--- src/rtl/ucu_pkg.sv ---
// Shared definitions for the microprogrammed control sequencer.
// Assumes a fixed 22-bit horizontal control word, one bit per enable.
package ucu_pkg;
    localparam int CW_W = 22;

    // Control word bit positions
    localparam int B_INC        = 0;
    localparam int B_MAP        = 1;
    localparam int B_CLR        = 2;
    localparam int B_MBR_MEM    = 3;
    localparam int B_MEM_WR     = 4;
    localparam int B_MAR_PC     = 5;
    localparam int B_MAR_MBR    = 6;
    localparam int B_IR_LD      = 7;
    localparam int B_PC_INC     = 8;
    localparam int B_BR_LD      = 9;
    localparam int B_ACC_CLR    = 10;
    localparam int B_ACC_MBR    = 11;
    localparam int B_MBR_ACC    = 12;
    localparam int B_ACC_ALU    = 13;
    localparam int B_ALU_A_ACC  = 14;
    localparam int B_ALU_CALC   = 15;
    localparam int B_ALU_MUL    = 16;
    localparam int B_MR_LD      = 17;
    localparam int B_MBR_MR     = 18;
    localparam int B_PC_MBR     = 19;
    localparam int B_ALU_B_BR   = 20;
    localparam int B_INC_FLAG   = 21;

    typedef logic [CW_W-1:0] cword_t;

    // Build a control word from a list of enable positions
    function automatic cword_t cw(input int unsigned a, input int unsigned b = 99,
                                 input int unsigned c = 99);
        cword_t w;
        w = '0;
        w[a] = 1'b1;
        if (b < CW_W) w[b] = 1'b1;
        if (c < CW_W) w[c] = 1'b1;
        return w;
    endfunction

    // Named microwords
    localparam cword_t W_FETCH_MAR  = cw(B_INC, B_MAR_PC);
    localparam cword_t W_READ       = cw(B_INC, B_MBR_MEM);
    localparam cword_t W_DECODE     = cw(B_MAP, B_IR_LD);
    localparam cword_t W_OPERAND    = cw(B_INC, B_PC_INC, B_MAR_MBR);
    localparam cword_t W_BUF_ACC    = cw(B_INC, B_MBR_ACC);
    localparam cword_t W_WRITE_BACK = cw(B_CLR, B_MEM_WR);
    localparam cword_t W_CLR_BR     = cw(B_INC, B_ACC_CLR, B_BR_LD);
    localparam cword_t W_BR         = cw(B_INC, B_BR_LD);
    localparam cword_t W_ALU_IN     = cw(B_INC, B_ALU_A_ACC, B_ALU_B_BR);
    localparam cword_t W_ALU_CALC   = cw(B_INC, B_ALU_CALC);
    localparam cword_t W_ACC_RES    = cw(B_CLR, B_ACC_ALU);
    localparam cword_t W_ALU_MUL    = cw(B_INC, B_ALU_MUL);
    localparam cword_t W_MUL_RES    = cw(B_CLR, B_ACC_ALU, B_MR_LD);
    localparam cword_t W_BUF_MR     = cw(B_INC, B_MBR_MR);
    localparam cword_t W_SKIP       = cw(B_INC_FLAG);
    localparam cword_t W_JUMP       = cw(B_CLR, B_PC_MBR);
    localparam cword_t W_NEXT_PC    = cw(B_CLR, B_PC_INC);
    localparam cword_t W_RETURN     = cw(B_CLR);
endpackage

--- src/rtl/ucu_opcode_map.sv ---
// Opcode to routine start address.
// Each routine owns 2**SHIFT words. The result is truncated or
// zero-extended to the control address width.
module ucu_opcode_map #(
    parameter int OP_W  = 8,
    parameter int CAR_W = 8,
    parameter int SHIFT = 3
) (
    input  logic [OP_W-1:0]  opcode_i,
    output logic [CAR_W-1:0] start_o
);
    localparam int WIDE_W = OP_W + SHIFT;

    logic [WIDE_W-1:0] wide;

    // Scale the opcode by the routine stride
    always_comb wide = {opcode_i, {SHIFT{1'b0}}};

    generate
        if (CAR_W <= WIDE_W) begin : g_trunc
            // Keep the low bits; high opcodes wrap
            always_comb start_o = wide[CAR_W-1:0];
        end else begin : g_ext
            // Pad with zeros when the address is wider
            always_comb start_o = {{(CAR_W-WIDE_W){1'b0}}, wide};
        end
    endgenerate
endmodule

--- src/rtl/ucu_ctrl_store.sv ---
// Combinational microcode store.
// Returns the control word at the given address. Unassigned addresses
// hold a bare return-to-fetch word. Assumes the default stride of eight.
module ucu_ctrl_store
    import ucu_pkg::*;
#(
    parameter int CAR_W = 8
) (
    input  logic [CAR_W-1:0] addr_i,
    output cword_t           word_o
);
    // Address lookup of the microprogram
    always_comb begin
        case (int'(addr_i))
            'h00: word_o = W_FETCH_MAR;
            'h01: word_o = W_READ;
            'h02: word_o = W_DECODE;
            // store accumulator
            'h08: word_o = W_OPERAND;
            'h09: word_o = W_BUF_ACC;
            'h0A: word_o = W_WRITE_BACK;
            // load
            'h10: word_o = W_OPERAND;
            'h11: word_o = W_READ;
            'h12: word_o = W_CLR_BR;
            'h13: word_o = W_ALU_IN;
            'h14: word_o = W_ALU_CALC;
            'h15: word_o = W_ACC_RES;
            // add
            'h18: word_o = W_OPERAND;
            'h19: word_o = W_READ;
            'h1A: word_o = W_BR;
            'h1B: word_o = W_ALU_IN;
            'h1C: word_o = W_ALU_CALC;
            'h1D: word_o = W_ACC_RES;
            // conditional jump
            'h20: word_o = W_SKIP;
            'h21: word_o = W_JUMP;
            'h22: word_o = W_NEXT_PC;
            // jump
            'h28: word_o = W_JUMP;
            // halt
            'h30: word_o = W_RETURN;
            // multiply
            'h38: word_o = W_OPERAND;
            'h39: word_o = W_READ;
            'h3A: word_o = W_BR;
            'h3B: word_o = W_ALU_IN;
            'h3C: word_o = W_ALU_MUL;
            'h3D: word_o = W_MUL_RES;
            // store multiply result
            'h40: word_o = W_OPERAND;
            'h41: word_o = W_BUF_MR;
            'h42: word_o = W_WRITE_BACK;
            default: word_o = W_RETURN;
        endcase
    end
endmodule

--- src/rtl/ucu_sequencer.sv ---
// Control address register, next-address selection and halt latch.
// Assumes at most one next-address bit per word. Priority is map,
// then clear, then flag skip, then advance; with none set the address holds.
module ucu_sequencer
    import ucu_pkg::*;
#(
    parameter int CAR_W = 8,
    parameter logic [CAR_W-1:0] HALT_ADDR = 8'h30
) (
    input  logic             clk,
    input  logic             rst_n,
    input  cword_t           word_i,
    input  logic [CAR_W-1:0] map_addr_i,
    input  logic             flag_i,
    output logic [CAR_W-1:0] car_o,
    output logic             halted_o
);
    localparam logic [CAR_W-1:0] ONE = CAR_W'(1);

    logic [CAR_W-1:0] car_q;
    logic [CAR_W-1:0] car_next;
    logic             halted_q;
    logic             at_halt;

    // Detect the halt microaddress
    always_comb at_halt = (car_q == HALT_ADDR);

    // Select the next control address
    always_comb begin
        car_next = car_q;
        if (word_i[B_MAP])
            car_next = map_addr_i;
        else if (word_i[B_CLR])
            car_next = '0;
        else if (word_i[B_INC_FLAG])
            car_next = car_q + ONE + {{(CAR_W-1){1'b0}}, flag_i};
        else if (word_i[B_INC])
            car_next = car_q + ONE;
    end

    // Advance the address or latch the halt
    always_ff @(posedge clk) begin
        if (!rst_n) begin
            car_q    <= '0;
            halted_q <= 1'b0;
        end else if (!halted_q) begin
            if (at_halt)
                halted_q <= 1'b1;
            else
                car_q <= car_next;
        end
    end

    always_comb car_o    = car_q;
    always_comb halted_o = halted_q;

    p_inc_step_r3: assert property (@(posedge clk) disable iff (!rst_n)
        (!halted_q && !at_halt && word_i[B_INC] && !word_i[B_MAP] && !word_i[B_CLR]
         && !word_i[B_INC_FLAG]) |=> (car_q == $past(car_q) + ONE));

    p_map_load_r4: assert property (@(posedge clk) disable iff (!rst_n)
        (!halted_q && !at_halt && word_i[B_MAP]) |=> (car_q == $past(map_addr_i)));

    p_clear_r5: assert property (@(posedge clk) disable iff (!rst_n)
        (!halted_q && !at_halt && word_i[B_CLR] && !word_i[B_MAP]) |=> (car_q == '0));

    p_flag_skip_r6: assert property (@(posedge clk) disable iff (!rst_n)
        (!halted_q && !at_halt && word_i[B_INC_FLAG] && !word_i[B_MAP] && !word_i[B_CLR])
        |=> (car_q == $past(car_q) + ONE + {{(CAR_W-1){1'b0}}, $past(flag_i)}));

    p_halt_hold_r12: assert property (@(posedge clk) disable iff (!rst_n)
        halted_q |=> (halted_q && $stable(car_q)));

    p_halt_entry_r12: assert property (@(posedge clk) disable iff (!rst_n)
        (!halted_q && at_halt) |=> (halted_q && car_q == HALT_ADDR));
endmodule

--- src/rtl/ucode_ctrl_unit.sv ---
// Top of the microprogrammed control sequencer.
// Ties the opcode map, the microcode store and the sequencer together.
// Assumes the opcode input carries the memory buffer high byte during the
// decode word, and that the datapath acts on ctrl_o at the next clock edge.
// The control word is forced to zero while halted.
module ucode_ctrl_unit
    import ucu_pkg::*;
#(
    parameter int OP_W        = 8,
    parameter int CAR_W       = 8,
    parameter int SHIFT       = 3,
    parameter int HALT_OPCODE = 6
) (
    input  logic             clk,
    input  logic             rst_n,
    input  logic [OP_W-1:0]  opcode_i,
    input  logic             flag_i,
    output logic [CW_W-1:0]  ctrl_o,
    output logic [CAR_W-1:0] car_o,
    output logic             halted_o
);
    localparam logic [CAR_W-1:0] HALT_ADDR = CAR_W'(HALT_OPCODE << SHIFT);

    logic [CAR_W-1:0] map_addr;
    logic [CAR_W-1:0] car;
    cword_t           word;
    logic             halted;

    ucu_opcode_map #(.OP_W(OP_W), .CAR_W(CAR_W), .SHIFT(SHIFT)) u_map (
        .opcode_i (opcode_i),
        .start_o  (map_addr)
    );

    ucu_ctrl_store #(.CAR_W(CAR_W)) u_store (
        .addr_i (car),
        .word_o (word)
    );

    ucu_sequencer #(.CAR_W(CAR_W), .HALT_ADDR(HALT_ADDR)) u_seq (
        .clk        (clk),
        .rst_n      (rst_n),
        .word_i     (word),
        .map_addr_i (map_addr),
        .flag_i     (flag_i),
        .car_o      (car),
        .halted_o   (halted)
    );

    // Drive the enables, silenced once halted
    always_comb ctrl_o   = halted ? '0 : word;
    always_comb car_o    = car;
    always_comb halted_o = halted;

    p_fetch_entry_r7: assert property (@(posedge clk) disable iff (!rst_n)
        (!halted && car == '0) |-> (ctrl_o == W_FETCH_MAR));
endmodule

--- config.mk ---
export PLATFORM = sky130hd
export DESIGN_NAME = ucode_ctrl_unit
export DESIGN_NICKNAME = d
export VERILOG_FILES = /design/src/rtl/ucu_pkg.sv /design/src/rtl/ucu_opcode_map.sv /design/src/rtl/ucu_ctrl_store.sv /design/src/rtl/ucu_sequencer.sv /design/src/rtl/ucode_ctrl_unit.sv
export SDC_FILE = /design/constraint.sdc
export NUM_CORES = 1
export LEC_CHECK = 0
export ABC_AREA = 1
export CORE_UTILIZATION = 42
export DETAILED_ROUTE_END_ITERATION = 8
export DONT_BUFFER_PORTS = 1
export PLACE_DENSITY_LB_ADDON = 0.08
export SYNTH_ARGS = -nofsm -noshare
export SYNTH_HDL_FRONTEND = slang
export SYNTH_SLANG_ARGS = --single-unit
--- constraint.sdc ---
create_clock -name clk -period 6 [get_ports clk]
set_input_delay 0.9 -clock clk [delete_from_list [all_inputs] [get_ports clk]]
set_output_delay 0.9 -clock clk [all_outputs]
set_load 0.1 [all_outputs]
Word level (Yosys, flattened, before mapping)
Memory sizes are Yosys's and may differ from the RTL's. A register that Yosys moved wholly into a read port is not among the register bits.
Cells that the tools add are included.
{ "word_totals": {"reg_bits": 9, "mem_bits_ro": 2688, "inputBits": 11, "out_inout_bits": 31, "word_cells": 20, "n_memories": 1} }
{ "mem_list": {"columns": ["name", "words", "width", "read_ports", "rd_ports_with_merged_regs", "wr", "line", "source"], "rows": [
  ["(no name shown)", 128, 21, 1, 1, 0, "ucu_ctrl_store.sv:14", "case (int'(addr_i))"]
]} }
{ "classes": {"add_sub_neg": 2, "eq_ne": 1, "muxes": 10, "bitwise_logic": 2, "n_reduce_logical": 2} }
{ "op_table": {"columns": ["op", "n"], "rows": [
  ["$mux W22", 2],
  ["$mux W8", 4],
  ["$mux W7", 2],
  ["$add A8 B1 Y8", 1],
  ["$add A8 B1 Y8 const B", 1],
  ["$eq A8 B6 Y1 const B", 1],
  ["$reduce_bool A4 Y1", 1],
  ["$reduce_and A3 Y1", 1],
  ["$mux W1", 2],
  ["$not A1 Y1", 2]
]} }

Logic depth before layout (Yosys ltp)
Gate-level depths: netlist of run 1.
{ "depth": {"ltp_word": 7, "ltp_mapped": 18, "ltp_nobuf": 18} }

Modules after synthesis
Synthesis of run 1 repeated with hierarchy kept, for this count alone.
{ "unflattened": {"hier_cells": 266, "hier_area_um2": 1425.1} }
{ "by_module_without_submodules": {"columns": ["module", "n_inst", "cells_each", "area_per_inst_um2"], "rows": [
  ["ucu_sequencer", 1, 118, 740.7],
  ["ucu_ctrl_store", 1, 93, 432.9],
  ["ucode_ctrl_unit", 1, 46, 187.7],
  ["ucu_opcode_map", 1, 9, 63.8]
]} }

Worst setup path after synthesis of run 1
Ideal clock, no wire load.
{ "synth_timing": {"kind": "register to output", "startpoint": "register u_seq.car_q[7], in the netlist u_seq.car_o[7]", "endpoint": "output port ctrl_o[20]", "t_arrival_ps": 3131, "t_required_ps": 5100, "path_slack_ps": 1969, "path_stages_with_launch": 7, "n_path_buf": 3, "path_cell_list": "dfxtp_1 inv_2 buf_4 clkbuf_1 nand2_1 nor2_1 buf_4"} }
{ "synth_between": {"elab_chain_cells": 2} }
{ "synth_lines": {"columns": ["item", "line", "source"], "rows": [
  ["start, declared", "ucu_sequencer.sv:20", "logic [CAR_W-1:0] car_q;"],
  ["start signal, assigned", "ucu_sequencer.sv:50", "car_q <= car_next;"],
  ["$mux W22", "ucu_ctrl_store.sv:14", null],
  ["$mux W22", "ucode_ctrl_unit.sv:50", "always_comb ctrl_o = halted ? '0 : word;"],
  ["end, declared", "ucode_ctrl_unit.sv:18", "output logic [CW_W-1:0] ctrl_o,"]
]} }
Every way passes these cells.

Final worst setup path of run 1
{ "layout_timing": {"startpoint": "register u_seq.car_q[7], in the netlist u_seq.car_o[7]", "endpoint": "output port ctrl_o[1]"} }
Same word-level chain as after synthesis.

==> results_dict.tcl, run 1 <==
set metrics [dict create \
    clkTransAtPathRegs_ns 0.09 \
    cts_tree "done" \
    htreeDepth 1 \
    finalSetupTns_ns 0 \
    n_antenna_cell 0 \
    yosys.area.top_type_share_pct 32.0 \
    drc 0 \
    mostFrequentLayoutCells "nand2_1 (86), nor2_1 (39), dfxtp_1 (27), inv_1 (26), nand3_1 (26)" \
    max_freq_ghz 0.289 \
    slew_headroom_pct 20.9 \
    grt_use_total_pct 21.2 \
    synthCells 289 \
    seq_area_frac_synth_pct 32.0 \
    avgSynthCellArea_um2 6.06 \
    arrival_ns 2.56 \
    period_needed_ns 3.46 \
    portBuffers 0 \
    syn_nets 304 \
    setup-violations-final 0 \
    cts-resized-gates 0 \
    grt_pass1_vias 1589 \
    antenna_found_initial 0 \
    grt_remaining_overflow 0 \
    start_kind "register" \
    yosysUniqueCellTypes 25 \
    dieArea_mm2 0.00443 \
    grt_max_degree 23 \
    hold_viol_final 0 \
    cp.required_ns 5.10 \
    fin_skew_ns 0.00397 \
    num_vias 1699 \
    die_w_um 66.6 \
    hpwl_mm 3.43 \
    rsz0062_at_grt "false" \
    cts_buffers 3 \
    worstPathMaxFanout 22 \
    die_h_um 66.6 \
    worstHoldPathType "register to register" \
    synth.ff_latch_count 28 \
    maxCapViolations 0 \
    r2r_setup_slack_ns 2.67 \
    placementRows 23 \
    netlist_top_cells_area "dfxtp_1 (32%), nand2_1 (18%), nor2_1 (12%)" \
    insertion_delay_ns 0.27 \
    clk_path_buf_depth 2 \
    first_iter_violations 82 \
    firstDrtPassIters 4 \
    finalWirelength_mm 4.25 \
    netlist_area_mm2 0.00175 \
    start_util_pct 43.8 \
    hold_buffers 0 \
    viasPerCell 5.01 \
    root_buffer "clkbuf_8" \
    final_common_cell "nand2_1" \
    core_mm2 0.00400 \
    routedWlPerCell_um 12.5 \
    crit_type "register to output pin" \
    drive_gt1_share_pct 16.3 \
    yosys.area.top_type "dfxtp_1" \
    drtAntennaViolNets 0 \
    nets 305 \
    cp-end-kind "output pin" \
    slew_violations 0 \
    area_delta_synth_final_pct 9.00 \
    status "completed" \
    yosys_warnings 0 \
    place.gp.congestion 0.940 \
    io_pins 42 \
    cts_setup_buffers 0 \
    tightest_slew_ns 1.18 \
    clock-sinks 28 \
    grt_pass1_wl_mm 7.24 \
    period_share_pct 57.6 \
]
-- synth_stat cells, drive strengths merged --
cell	instances
nand3	30
xor2	2
nor4	1
a21boi	1
o21ai	4
a21oi	10
nor2	59
a221oi	1
clkbuf	4
inv	32
a31oi	1
nand2	91
ha	4
or2	1
nand4	7
conb	1
buf	6
nor3	6
dfxtp	28
-- final cells by class --
type,instances,area (um2)
inverter,32,120
multi-input combinational,219,1060
timing repair buffer,6,45.0
clock buffer,4,55.1
sequential,28,562
fill,431,2090
tap,50,62.6
-- per-stage QoR --
| stage | hold slack [ns] | instances | util [%] | setup WS [ns] | instance area (um2) |
|---|---|---|---|---|---|
| 4_1_cts | 0.670 | 339 | 47.7 | 2.50 | 1910 |
| 2_1_floorplan | 0.581 | 289 | - | 1.97 | 1750 |
| 5_1_grt | 0.705 | 339 | 47.7 | 2.39 | 1910 |
| 3_3_place_gp | 0.648 | 335 | 46.4 | 2.70 | 1850 |
| 3_5_place_dp | 0.658 | 335 | 46.4 | 2.68 | 1850 |
| 6_report | 0.657 | 339 | 47.7 | 2.54 | 1910 |
-- cell families (layout without fill, tap and decap cells) --
kind of cell	Yosys count	count (layout)	share of synthesized area (%)
AND/OR/NAND/NOR	195	195	47.9
buffers and inverters	42	42	10.5
flip-flops	28	28	32.0
AO/OA/AOI/OAI	17	17	5.50
adder cells (fa/ha/maj)	4	4	2.86
XOR/XNOR	2	2	1.00
other	1	1	0.214
-- per-layer routing --
metal / up-vias / GRT usage [%] / wire [um]
li1: 904 / - / -
met1: 758 / 29.9 / 2200
met2: 35 / 33.6 / 1810
met3: 2 / 4.62 / 232
met4: 0 / 2.66 / 13
met5: - / 0 / 0
-- critical path, stage by stage (launching register included) --
cell	delay [ns]
dfxtp_1	0.69
inv_2	0.47
nand2_1	0.19
nor2_4	0.93
-- final timing paths --
| kind | to | startpoint | depth (start not counted) |
|---|---|---|---|
| min reg2reg | u_seq.car_o[7] | register | 3 |
| min | u_seq.car_o[7] | register | 3 |
| max | ctrl_o[1] | u_seq.car_o[7] | 3 |
| max reg2reg | register | u_seq.car_o[0] | 15 |
Power of run 1 is left out: the tool's default activity adds up to more than one toggle a clock period on the data nets, which glitch-free logic cannot reach.
==> inputs of run 2 (changes only) <==
clock period = 3.2 ns   (was 6 ns; I/O delays follow)
==> run 2 against run 1 <==
Compared with the run above:
- critical path depth rose by 11
- non-clock buffer count rose by 22
- final cell count rose by 6.5%
- setup slack got worse by 2.0 ns
- die area did not move
- final area rose by 9.5%
- clock skew fell by 0.0010 ns
- core utilization rose by 4.5 points
- register-to-register slack got worse by 2.1 ns
- sequential share of layout area fell by 2.6 points
==> results_dict.tcl, run 2 (same netlist as run 1, synthesis figures left out) <==
set metrics [dict create \
    htreeDepth 1 \
    grt_max_degree 23 \
    cp.required_ns 3.36 \
    r2r_setup_slack_ns 0.58 \
    crit_family "simple AND/OR/NAND/NOR gates" \
    grt_remaining_overflow 0 \
    antenna_found_initial 0 \
    root_buffer "clkbuf_8" \
    cts-resized-gates 0 \
    slew_headroom_pct 59.2 \
    period_needed_ns 2.62 \
    core_mm2 0.00400 \
    routedWlPerCell_um 11.8 \
    n_antenna_cell 0 \
    placementRows 23 \
    nets 327 \
    slowest_stage "dfxtp_1" \
    crit_buf_inv 1 \
    finalSetupTns_ns 0 \
    r2r_start "u_seq.car_o[1]" \
    cts_setup_buffers 0 \
    crit_path_max_incr_delay_ns 0.48 \
    setup-violations-final 0 \
    worst-r2r-cell-count 14 \
    place.gp.congestion 0.932 \
    grt_pass1_wl_mm 7.23 \
    grt_use_total_pct 21.1 \
    path_cells "inv_1 > ha_1 > ha_1 > nand3_1 > nor2_1 > nand2_1 > nor2_1 > nand2_1 > nand2_1 > nand3_1 > a21boi_1 > nor2_1 > nand3_1 > nand3_1" \
    hold_viol_final 0 \
    drive_gt1_share_pct 22.2 \
    cpMostUsedCell "nand3_1" \
    rsz0062_at_grt "false" \
    cts_buffers 3 \
    drc 0 \
    fin_skew_ns 0.00297 \
    maxCapViolations 0 \
    arrival_ns 2.79 \
    grt_pass1_vias 1573 \
    io_pins 42 \
    viasPerCell 4.99 \
    first_iter_violations 74 \
    tightest_slew_ns 0.612 \
    hold_buffers 0 \
    die_h_um 66.6 \
    portBuffers 0 \
    drtAntennaViolNets 0 \
    worstPathMaxFanout 7 \
    finalWirelength_mm 4.25 \
    area_delta_synth_final_pct 19.4 \
    die_w_um 66.6 \
    clkTransAtPathRegs_ns 0.09 \
    period_share_pct 81.9 \
    dieArea_mm2 0.00443 \
    insertion_delay_ns 0.27 \
    worstHoldPathType "primary input to register" \
    num_vias 1803 \
    slew_violations 0 \
    status "completed" \
    cp-end-kind "register" \
    min_from "rst_n" \
    max_freq_ghz 0.381 \
    crit_type "register to register" \
    clk_path_buf_depth 2 \
    hpwl_mm 3.44 \
    clock-sinks 28 \
    n_fill_cell 438 \
    start_util_pct 43.8 \
    hold_depth 2 \
    start_kind "register" \
    cts_tree "done" \
    final_common_cell "nand2_1" \
    firstDrtPassIters 4 \
    mostFrequentLayoutCells "nand2_1 (86), nor2_1 (39), buf_4 (28), dfxtp_1 (27)" \
    worst_hold_path.endpoint "u_seq.car_o[1]" \
]
[run 2: changes by cell type in the layout (fill, tap and decap cells not counted)]
cell	before	now
clkbuf_8	4	3
buf_4	6	28
bufinv_16	0	1
[run 2: final cells by class]
cell class | instances | area [um2] | area share, %
Clock inverter | 1 | 30.0 | 1.44
Clock buffer | 3 | 41.3 | 1.97
Timing Repair Buffer | 28 | 210 | 10.1
Inverter | 32 | 120 | 5.75
Tap cell | 50 | 62.6 | 2.99
Multi-Input combinational cell | 219 | 1060 | 50.9
Sequential cell | 28 | 562 | 26.9
[run 2: through the flow]
stage,utilization [%],hold slack (ns),setup slack (ns),cell area [um2],instances
final,52.3,0.408,0.578,2090,361
after global routing,52.3,0.415,0.264,2090,361
after CTS,52.3,0.398,0.590,2090,361
after detailed placement,50.5,0.617,0.615,2020,357
after global placement,50.5,0.613,0.658,2020,357
after floorplan,-,0.581,0.0930,1760,289
[run 2: worst max path at each step]
stage                               from          to  slack (ns)  depth (start not counted)
after global placement    u_seq.car_o[1]    register        0.66                         14
after detailed placement  u_seq.car_o[1]    register        0.62                         14
after global routing      u_seq.car_o[1]    register        0.26                         14
after floorplan           u_seq.car_o[7]  ctrl_o[20]        0.09                          6
after CTS                 u_seq.car_o[1]    register        0.59                         14
final                     u_seq.car_o[1]    register        0.58                         14
[run 2: worst register-to-register path: stages (launching register included)]
cell and delay, ns:
dfxtp_1 0.48, inv_1 0.08, ha_1 0.34, ha_1 0.16, nand3_1 0.10, nor2_1 0.21
nand2_1 0.10, nor2_1 0.15, nand2_1 0.07, nand2_1 0.06, nand3_1 0.09, a21boi_1 0.34
nor2_1 0.14, nand3_1 0.11, nand3_1 0.09
[run 2: per-layer routing]
layer	global-route usage [%]	share of wire, %
met2	33.8	42
met5	0	0
met3	3.94	6.7
met4	3.19	0.99
met1	29.7	50
Power of run 2 is left out for the same reason.
